`config.mk`:
```
export PLATFORM = sky130hd
export DESIGN_NAME = dxl_fault_eval
export DESIGN_NICKNAME = d
export VERILOG_FILES = /design/src/rtl/dxl_pkg.sv /design/src/rtl/dxl_fault_eval.sv
export SDC_FILE = /design/constraint.sdc
export NUM_CORES = 1
export LEC_CHECK = 0
export ABC_AREA = 0
export BUFFER_PORTS_ARGS = -buffer_cell sky130_fd_sc_hd__buf_4
export CORE_MARGIN = 10
export CORE_UTILIZATION = 30
export DETAILED_ROUTE_END_ITERATION = 10
export PLACE_DENSITY_LB_ADDON = 0.12
export SLEW_MARGIN = 10
export SYNTH_ARGS = -nofsm -noshare
export SYNTH_HDL_FRONTEND = slang
export SYNTH_SLANG_ARGS = --single-unit
```
`constraint.sdc`:
```
create_clock -name vclk -period 2.4
set_clock_uncertainty 0.15 [all_clocks]
set_input_delay 0.12 -clock vclk [all_inputs]
set_output_delay 0.12 -clock vclk [all_outputs]
set_load 0.05 [all_outputs]
```
`src/rtl/dxl_pkg.sv`:
```
package dxl_pkg;
  typedef enum logic [2:0] {
    XF_NONE     = 3'd0,
    XF_ALIGN    = 3'd1,
    XF_FAULT    = 3'd2,
    XF_ACV      = 3'd3,
    XF_MISS     = 3'd4,
    XF_MISS_PTE = 3'd5,
    XF_MCHK     = 3'd6
  } xfault_e;

  localparam int FLAG_W   = 6;
  localparam int FL_WR    = 0;
  localparam int FL_ACV   = 1;
  localparam int FL_FONR  = 2;
  localparam int FL_FONW  = 3;
  localparam int FL_MISS  = 4;
  localparam int FL_BADVA = 5;
endpackage

```
`src/rtl/dxl_fault_eval.sv`:
```
module dxl_fault_eval
  import dxl_pkg::*;
#(
  parameter int VA_W       = 64,
  parameter int PA_W       = 44,
  parameter int PPN_W      = 32,
  parameter int PAGE_SHIFT = 13,
  parameter int SEXT_BIT   = 42,
  parameter int SP_HI      = 47,
  parameter int SP_LO      = 41,
  parameter logic [SP_HI-SP_LO:0] SP_TAG = 7'h7E,
  parameter int SP_X_BIT   = 40,
  parameter int MODE_W     = 2
) (
  input  logic [VA_W-1:0]        va,
  input  logic [1:0]             size_lg,
  input  logic                   is_write,
  input  logic                   is_phys,
  input  logic                   is_pte,
  input  logic [MODE_W-1:0]      cur_mode,
  input  logic [MODE_W-1:0]      eff_mode,
  input  logic                   hit,
  input  logic [PPN_W-1:0]       ppn,
  input  logic [(1<<MODE_W)-1:0] rd_en,
  input  logic [(1<<MODE_W)-1:0] wr_en,
  input  logic                   fonr,
  input  logic                   fonw,
  output logic [VA_W-1:0]        pa_full,
  output xfault_e                code,
  output logic [FLAG_W-1:0]      flags
);
  localparam int SEXT_N = VA_W - SEXT_BIT;
  localparam int HIT_W  = PPN_W + PAGE_SHIFT;

  logic            misalign, bad_va, sp_hit, out_range;
  logic [VA_W-1:0] pa_sp, pa_hit;

  assign misalign  = (va[2:0] & ~(3'b111 << size_lg)) != 3'b000;
  assign bad_va    = (va[VA_W-1:SEXT_BIT] != {SEXT_N{1'b0}}) &&
                     (va[VA_W-1:SEXT_BIT] != {SEXT_N{1'b1}});
  assign sp_hit    = va[SP_HI:SP_LO] == SP_TAG;

  always_comb begin
    pa_sp = '0;
    pa_sp[SP_X_BIT-1:0]    = va[SP_X_BIT-1:0];
    pa_sp[PA_W-1:SP_X_BIT] = {(PA_W-SP_X_BIT){va[SP_X_BIT]}};
    pa_hit = '0;
    pa_hit[HIT_W-1:0] = {ppn, va[PAGE_SHIFT-1:0]};
  end

  assign out_range = pa_full[VA_W-1:PA_W] != '0;

  always_comb begin
    code    = XF_NONE;
    flags   = '0;
    pa_full = va;
    flags[FL_WR] = is_write;
    if (misalign) begin
      code = XF_ALIGN;
    end else if (is_phys) begin
      pa_full = va;
    end else if (bad_va) begin
      code = XF_FAULT;
      flags[FL_ACV]   = 1'b1;
      flags[FL_BADVA] = 1'b1;
    end else if (sp_hit) begin
      pa_full = pa_sp;
      if (cur_mode != '0) begin
        code = XF_ACV;
        flags[FL_ACV] = 1'b1;
      end
    end else if (!hit) begin
      code = is_pte ? XF_MISS_PTE : XF_MISS;
      flags[FL_MISS] = 1'b1;
    end else begin
      pa_full = pa_hit;
      if (is_write) begin
        if (!wr_en[eff_mode]) begin
          code = XF_FAULT;
          flags[FL_ACV]  = 1'b1;
          flags[FL_FONW] = fonw;
        end else if (fonw) begin
          code = XF_FAULT;
          flags[FL_FONW] = 1'b1;
        end
      end else begin
        if (!rd_en[eff_mode]) begin
          code = XF_ACV;
          flags[FL_ACV]  = 1'b1;
          flags[FL_FONR] = fonr;
        end else if (fonr) begin
          code = XF_FAULT;
          flags[FL_FONR] = 1'b1;
        end
      end
    end
    if (code == XF_NONE && out_range) code = XF_MCHK;
  end
endmodule

```
# Word-level counts from Yosys, hierarchy flattened

Index checks and enable logic that the tools add are counted.

Add/subtract/negate cells: 0
$mul: 0
Div/mod/pow operators: 0
$lt $le $gt $ge: 1
Equality and inequality tests: 2
Shifts and indexed selects: 1
Mux-type cells: 41
Bitwise operators: 2
Reductions and logical operators: 7

Operators with widths:

| operator               | count |
|---|---|
| $mux W64               | 5 |
| $mux W3                | 10 |
| $ne A22 B22 Y1 const B | 1 |
| $reduce_bool A22 Y1    | 1 |
| $reduce_bool A20 Y1    | 1 |
| $mux W1                | 17 |
| $mux W2                | 5 |
| $mux W5                | 2 |
| $eq A7 B7 Y1 const B   | 1 |
| $bmux W1 S2            | 2 |
| $and A3 B3 Y3          | 1 |
| $logic_not A3 Y1       | 1 |
| $lt A2 B3 Y1 const B   | 1 |
| $not A3 Y3             | 1 |
| $reduce_bool A3 Y1     | 1 |
| $shl A3 B2 Y3 const A  | 1 |
| $logic_and A1 B1 Y1    | 2 |
| $reduce_bool A2 Y1     | 1 |

Bits in registers: 0
Bits in latches: 0
Memory bits (writable): 0
Bits in read-only memories: 0
Input bits: 116
Word-level logic and storage cells: 54
Memories: 0

# Depth between registers and ports, before layout

Gate-level depths: netlist of the first run.

Depth after elaboration: 12
Depth in mapped cells: 8
Depth with buffers taken out: 7

# Least setup slack after synthesis of the first run

No wires, ideal clock.

Path kind: input to output
From: input port va[47]
To: output port code[1]
Arrival: 2.629 ns
Data required time: 2.130 ns
Slack: -0.499 ns
Cell stages on the path: 6
Cell sequence: nand4_1 nor3_1 nand2b_1 o311ai_0 a31o_2 o32ai_1

Cells in the longest elaborated chain, start to end: 8
Elaborated cells on any way between the ends: 17
Those cells by class: eq/ne (2); mux (10); reduce/logical (5)

RTL lines:

| item                                                           | line                                       | source |
|---|---|---|
| start: declaration                                             | dxl_fault_eval.sv:15                       | `input logic [VA_W-1:0] va,` |
| $ne A22 B22 Y1 (tied with other cells)                         | dxl_fault_eval.sv:40                       | `(va[VA_W-1:SEXT_BIT] != {SEXT_N{1'b1}});` |
| $logic_and A1 B1 Y1 (tied with other cells)                    | dxl_fault_eval.sv:39                       | `assign bad_va = (va[VA_W-1:SEXT_BIT] != {SEXT_N{1'b0}}) &&` |
| $mux W64 / $mux W3 (equally long branches)                     | dxl_fault_eval.sv:62                       | `end else if (bad_va) begin` |
| $mux W64 / $mux W3 (equally long branches)                     | dxl_fault_eval.sv:60                       | `end else if (is_phys) begin` |
| $mux W64 / $mux W3 (equally long branches)                     | dxl_fault_eval.sv:58                       | `if (misalign) begin` |
| $reduce_bool A20 Y1 / $logic_not A3 Y1 (equally long branches) | dxl_fault_eval.sv:51, dxl_fault_eval.sv:97 |  |
| $logic_and A1 B1 Y1                                            | dxl_fault_eval.sv:97                       | `if (code == XF_NONE && out_range) code = XF_MCHK;` |
| $mux W3 (*)                                                    | dxl_fault_eval.sv:97                       |  |
| end: declaration                                               | dxl_fault_eval.sv:29                       | `output xfault_e code,` |

Every way passes the cells marked *; elsewhere a longest branch is shown, timed or not.

# Worst setup path in the final report of the first run

From: input port va[44]
To: output port pa_full[16]

Cells in the longest elaborated chain, start to end: 5
Elaborated cells on any way between the ends: 8
Those cells by class: eq/ne (2); mux (4); reduce/logical (2)

RTL lines:

| item                                                   | line                                       | source |
|---|---|---|
| $ne A22 B22 Y1 (tied with other cells)                 | dxl_fault_eval.sv:40                       |  |
| $logic_and A1 B1 Y1 / $mux W64 (equally long branches) | dxl_fault_eval.sv:39, dxl_fault_eval.sv:66 |  |
| $mux W64 (*)                                           | dxl_fault_eval.sv:62                       |  |
| $mux W64 (*)                                           | dxl_fault_eval.sv:60                       |  |
| $mux W64 (*)                                           | dxl_fault_eval.sv:58                       |  |
| end: declaration                                       | dxl_fault_eval.sv:28                       | `output logic [VA_W-1:0] pa_full,` |

Marked as above.

==> flow_metrics.env, run 1 <==
export IMPL_critical_path_most_common_cell="buf_4"
export IMPL_layout_nets=410
export IMPL_first_global_vias=1690
export IMPL_cellPowerDensity_nw_per_um2=221
export IMPL_wl_um=6150
export IMPL_synthTopCellsByArea="mux2_4 (36%), and2_1 (10%), buf_4 (9.0%)"
export IMPL_fin_setup_tns_ns=0
export IMPL_seq_area_frac_synth_pct=0
export IMPL_ff_latch_area_um2=0
export IMPL_num_rows=22
export IMPL_grt_first_pass_wirelength_um=8710
export IMPL_synth_avg_cell_area_um2=8.50
export IMPL_antenna_found_initial=0
export IMPL_design_area_um2=2460
export IMPL_antenna_cells=0
export IMPL_clock_buffers=0
export IMPL_wl_per_cell_um=18.1
export IMPL_vdd_drop_max_mv=0.128
export IMPL_critPathLaunchType="input port"
export IMPL_start_util_pct=31.3
export IMPL_gp_congestion=0.786
export IMPL_post_synth_top_count_cell="mux2_4"
export IMPL_slew_viol_final=0
export IMPL_io_buffers=169
export IMPL_grt_overflow=0
export IMPL_synthTopCellsByCount="mux2_4 (28), and2_1 (19), buf_4 (14)"
export IMPL_slew_headroom_pct=70.9
export IMPL_syn_area_um2=1160
export IMPL_synth_top_area_share_pct=36.1
export IMPL_core_um2=3720
export IMPL_layout_drive_gt1_share_pct=75.0
export IMPL_path_delay_family="simple AND/OR/NAND/NOR gates"
export IMPL_crit_chain="buf_4 -> nor4_4 -> nand3_1 -> or3_4 -> a21oi_4 -> nand2_4 -> buf_12 -> mux2_4 -> buf_4"
export IMPL_arrival_ns=2.03
export IMPL_ys_warn_count=0
export IMPL_num_vias=1636
export IMPL_status="finished, final reports clean"
export IMPL_ant_nets=0
export IMPL_grt_max_degree=21
export IMPL_finalSetupViolCount=0
export IMPL_yosys_cell_types_count=41
export IMPL_post_synth_top_area_cell="mux2_4"
export IMPL_drtIter0Drc=44
export IMPL_die_x_um=82.3
export IMPL_min_path_type="input port to primary output"
export IMPL_die_h_um=82.3
export IMPL_boundaryPins=189
export IMPL_netlist_instances=137
export IMPL_cp_max_fo=18
export IMPL_p_leak_nw=1.34
export IMPL_worstPathRequired_ns=2.13
export IMPL_dieArea_um2=6770
export IMPL_hold_viol=0
export IMPL_area_delta_synth_final_pct=111
export IMPL_crit_buf_inv=3
export IMPL_nFlopsAndLatches=0
export IMPL_viasPerCell=4.81
export IMPL_max_slew_worst_pin_slew_ns=0.435
export IMPL_timing_final_crit_share_pct=95.6
export IMPL_min_period_ns=2.30
export IMPL_dr_pass1_iters=4
export IMPL_syn_nets=253
export IMPL_endpoint_kind="primary output"
export IMPL_grt_usage_pct=15.6
export IMPL_worstSetupPathType="input port to primary output"
export IMPL_drc_errors=0
export IMPL_crit_slowest_cell="or3_4"
export IMPL_dp_hpwl_um=5650
export IMPL_worst_hold_slack_ns=0.0901
export IMPL_critPathMaxStageDelay_ns=0.42
export IMPL_max_freq_mhz=436
export IMPL_postPlaceCellArea_um2=2440
export IMPL_drv_cap=0
## kinds of logic (layout without fill, tap and decap cells)
kind of cell	after synthesis	in the layout	synth area share [%]
buf+inv	25	180	14.6
mux	31	31	40.8
simple gates	58	58	29.8
compound gates	23	23	14.8
## routing by layer
metal	vias up	part of all wire [%]	global-route usage (%)	wire length, um
met5	-	0	0	0
met4	0	0.033	0.170	2
met1	734	35	16.9	2160
met3	2	11	4.32	683
met2	95	54	30.8	3300
li1	805	-	-	-
## layout by cell type, fill, tap and decap left out, types with 3 or more instances in the layout
cell,netlist,routed
buf_4,14,173
mux2_4,28,28
and2_1,19,19
nand2_1,9,9
nand4_1,5,5
nor2_1,5,5
inv_1,5,5
nor4_1,5,3
o21ai_0,3,3
nand2b_1,3,3
a31oi_1,3,3
o22ai_1,3,3
## stage by stage
step / util [%] / setup WS [ns] / power, mW / instances
global route: 66.2 / -0.00393 / 0.571 / 340
global placement: 65.6 / 0.0898 / 0.539 / 340
floorplan: - / -0.0206 / 0.348 / 137
finish: 66.2 / 0.105 / 0.542 / 340
detailed placement: 65.6 / 0.0857 / 0.543 / 340
CTS: 65.6 / 0.0799 / 0.544 / 340
## what timing repair did
| item | CTS | global route |
|---|---|---|
| resized for setup | 0 | 3 |
| endpoints found under the setup margin | 0 | 32 |
| setup buffers | 0 | 0 |
| hold buffers | 0 | 0 |
## cell type report
cell class,count,area (um2)
inverters,5,18.8
fillers,343,1260
repair buffers,175,1340
well taps,48,60.1
multi-input cells,112,1040
## path summary, 6_finish.rpt
| path | cells past startpoint | endpoint | slack (ns) | from |
|---|---|---|---|---|
| worst max-delay path | 9 | pa_full[16] | 0.10 | va[44] |
| worst min-delay path | 0 | pa_full[11] | 0.09 | va[11] |
## power by group
part	leakage, nW	switching [mW]	total [mW]	internal, mW
clock network	0	0	0	0
logic	1.34	0.299	0.542	0.244
registers	0	0	0	0
No activity file was read; power rests on OpenSTA's default activity.
==> run 2, diff against run 1 <==
--- a/config.mk
+++ b/config.mk
@@ -7,9 +7,9 @@
 export LEC_CHECK = 0
 export ABC_AREA = 0
 export BUFFER_PORTS_ARGS = -buffer_cell sky130_fd_sc_hd__buf_4
-export CORE_MARGIN = 10
-export CORE_UTILIZATION = 30
+export CORE_AREA = 2 2 74 76
 export DETAILED_ROUTE_END_ITERATION = 10
+export DIE_AREA = 0 0 76 78
 export PLACE_DENSITY_LB_ADDON = 0.12
 export SLEW_MARGIN = 10
 export SYNTH_ARGS = -nofsm -noshare
==> flow_metrics.env, run 2 (synthesized netlist as in run 1, its figures left out) <==
export IMPL_antenna_cells=0
export IMPL_hold_viol=0
export IMPL_cellPowerDensity_nw_per_um2=219
export IMPL_num_vias=1668
export IMPL_area_delta_synth_final_pct=114
export IMPL_clkPwrFrac_pct=0
export IMPL_worst_hold_slack_ns=0.0900
export IMPL_grt_max_degree=31
export IMPL_crit_chain="buf_4 -> nor4_2 -> nand3_1 -> or3_4 -> a21oi_4 -> nand2_4 -> buf_12 -> mux2_4 -> buf_4"
export IMPL_die_x_um=76
export IMPL_cts_hold_buffers=0
export IMPL_dieArea_um2=5930
export IMPL_num_rows=26
export IMPL_min_period_ns=2.32
export IMPL_p_int_mw=0.245
export IMPL_die_h_um=78
export IMPL_grt_overflow=0
export IMPL_switching_share_pct=55.1
export IMPL_clock_buffers=0
export IMPL_status="finished, final reports clean"
export IMPL_drv_cap=0
export IMPL_viasPerCell=4.58
export IMPL_first_global_vias=1652
export IMPL_slew_viol_final=0
export IMPL_nFlopsAndLatches=0
export IMPL_core_um2=5040
export IMPL_path_delay_family="simple AND/OR/NAND/NOR gates"
export IMPL_crit_slowest_cell="or3_4"
export IMPL_drtIter0Drc=43
export IMPL_critPathMaxStageDelay_ns=0.42
export IMPL_p_switching_mw=0.300
export IMPL_final_cells=364
export IMPL_worstSetupPathType="input port to primary output"
export IMPL_io_buffers=169
export IMPL_drc_errors=0
export IMPL_arrival_ns=2.05
export IMPL_grt_usage_pct=16.7
export IMPL_layout_nets=412
export IMPL_max_freq_mhz=432
export IMPL_seqPwrFrac_pct=0
export IMPL_p_comb_share_pct=100.0
export IMPL_ff_latch_area_um2=0
export IMPL_dr_pass1_iters=4
export IMPL_antenna_found_initial=0
export IMPL_final_cell_mix="buf_4 (176), mux2_4 (28), and2_1 (19), nand2_1 (9)"
export IMPL_start_util_pct=23.1
export IMPL_endpoint_kind="primary output"
export IMPL_critPathLaunchType="input port"
export IMPL_boundaryPins=189
export IMPL_max_slew_worst_pin_slew_ns=0.398
export IMPL_wl_um=5410
export IMPL_finalSetupViolCount=0
export IMPL_dp_hpwl_um=4810
export IMPL_vdd_drop_max_mv=0.0946
export IMPL_worstPathRequired_ns=2.13
export IMPL_grt_first_pass_wirelength_um=8350
export IMPL_cp_max_fo=30
export IMPL_gp_congestion=0.709
export IMPL_ant_nets=0
export IMPL_wl_per_cell_um=14.9
export IMPL_place_inst=364
export IMPL_fin_setup_tns_ns=0
export IMPL_total_power_mw=0.545
export IMPL_slew_headroom_pct=73.2
export IMPL_layout_drive_gt1_share_pct=75.2
export IMPL_layout_cells_most_common="buf_4"
export IMPL_rsz0062_at_grt="no"
export IMPL_critical_path_most_common_cell="buf_4"
export IMPL_timing_final_crit_share_pct=96.5
export IMPL_min_path_type="input port to primary output"
export IMPL_crit_buf_inv=3
export IMPL_p_leak_nw=1.34
## run 2: cell types whose count changed in the layout (fill, tap and decap cells not counted), sizes merged
cell | before | now
buf | 175 | 177
## run 2: repair_timing
action | CTS | global route
setup buffers | 0 | 0
gates resized for setup | 1 | 2
endpoints found under the setup margin | 13 | 29
pin swaps | 0 | 1
## run 2: layout make-up
type | instances | area (um2)
repair buffers | 177 | 1340
multi-input cells | 112 | 1040
inverters | 5 | 18.8
fillers | 498 | 2550
well taps | 70 | 87.6
## run 2: metal layers
metal  wire (um)  GRT usage (%)  vias up
li1            -              -      810
met1        1980           19.0      746
met2        2780           32.2      104
met3         596           4.65        8
met4          51           1.45        0
met5           0              0        -
## run 2: power by group through the flow
stage	Combinational, mW	Clock, mW	Sequential (mW)
global route	0.571	0	0
CTS	0.545	0	0
finish	0.545	0	0
detailed placement	0.544	0	0
global placement	0.540	0	0
floorplan	0.348	0	0
## run 2: final timing paths
check / from / end / slack [ns] / depth (start not counted)
setup / recovery: va[50] / pa_full[39] / 0.08 / 9
hold / removal: va[3] / pa_full[3] / 0.09 / 0
## run 2: metrics by stage
stage	setup slack (ns)	cell area [um2]	util, %
global route	0.0130	2490	49.4
detailed placement	-0.00481	2470	49.0
finish	0.0841	2490	49.4
global placement	0.00891	2470	49.0
CTS	0.0387	2470	49.1
floorplan	-0.0206	1190	-
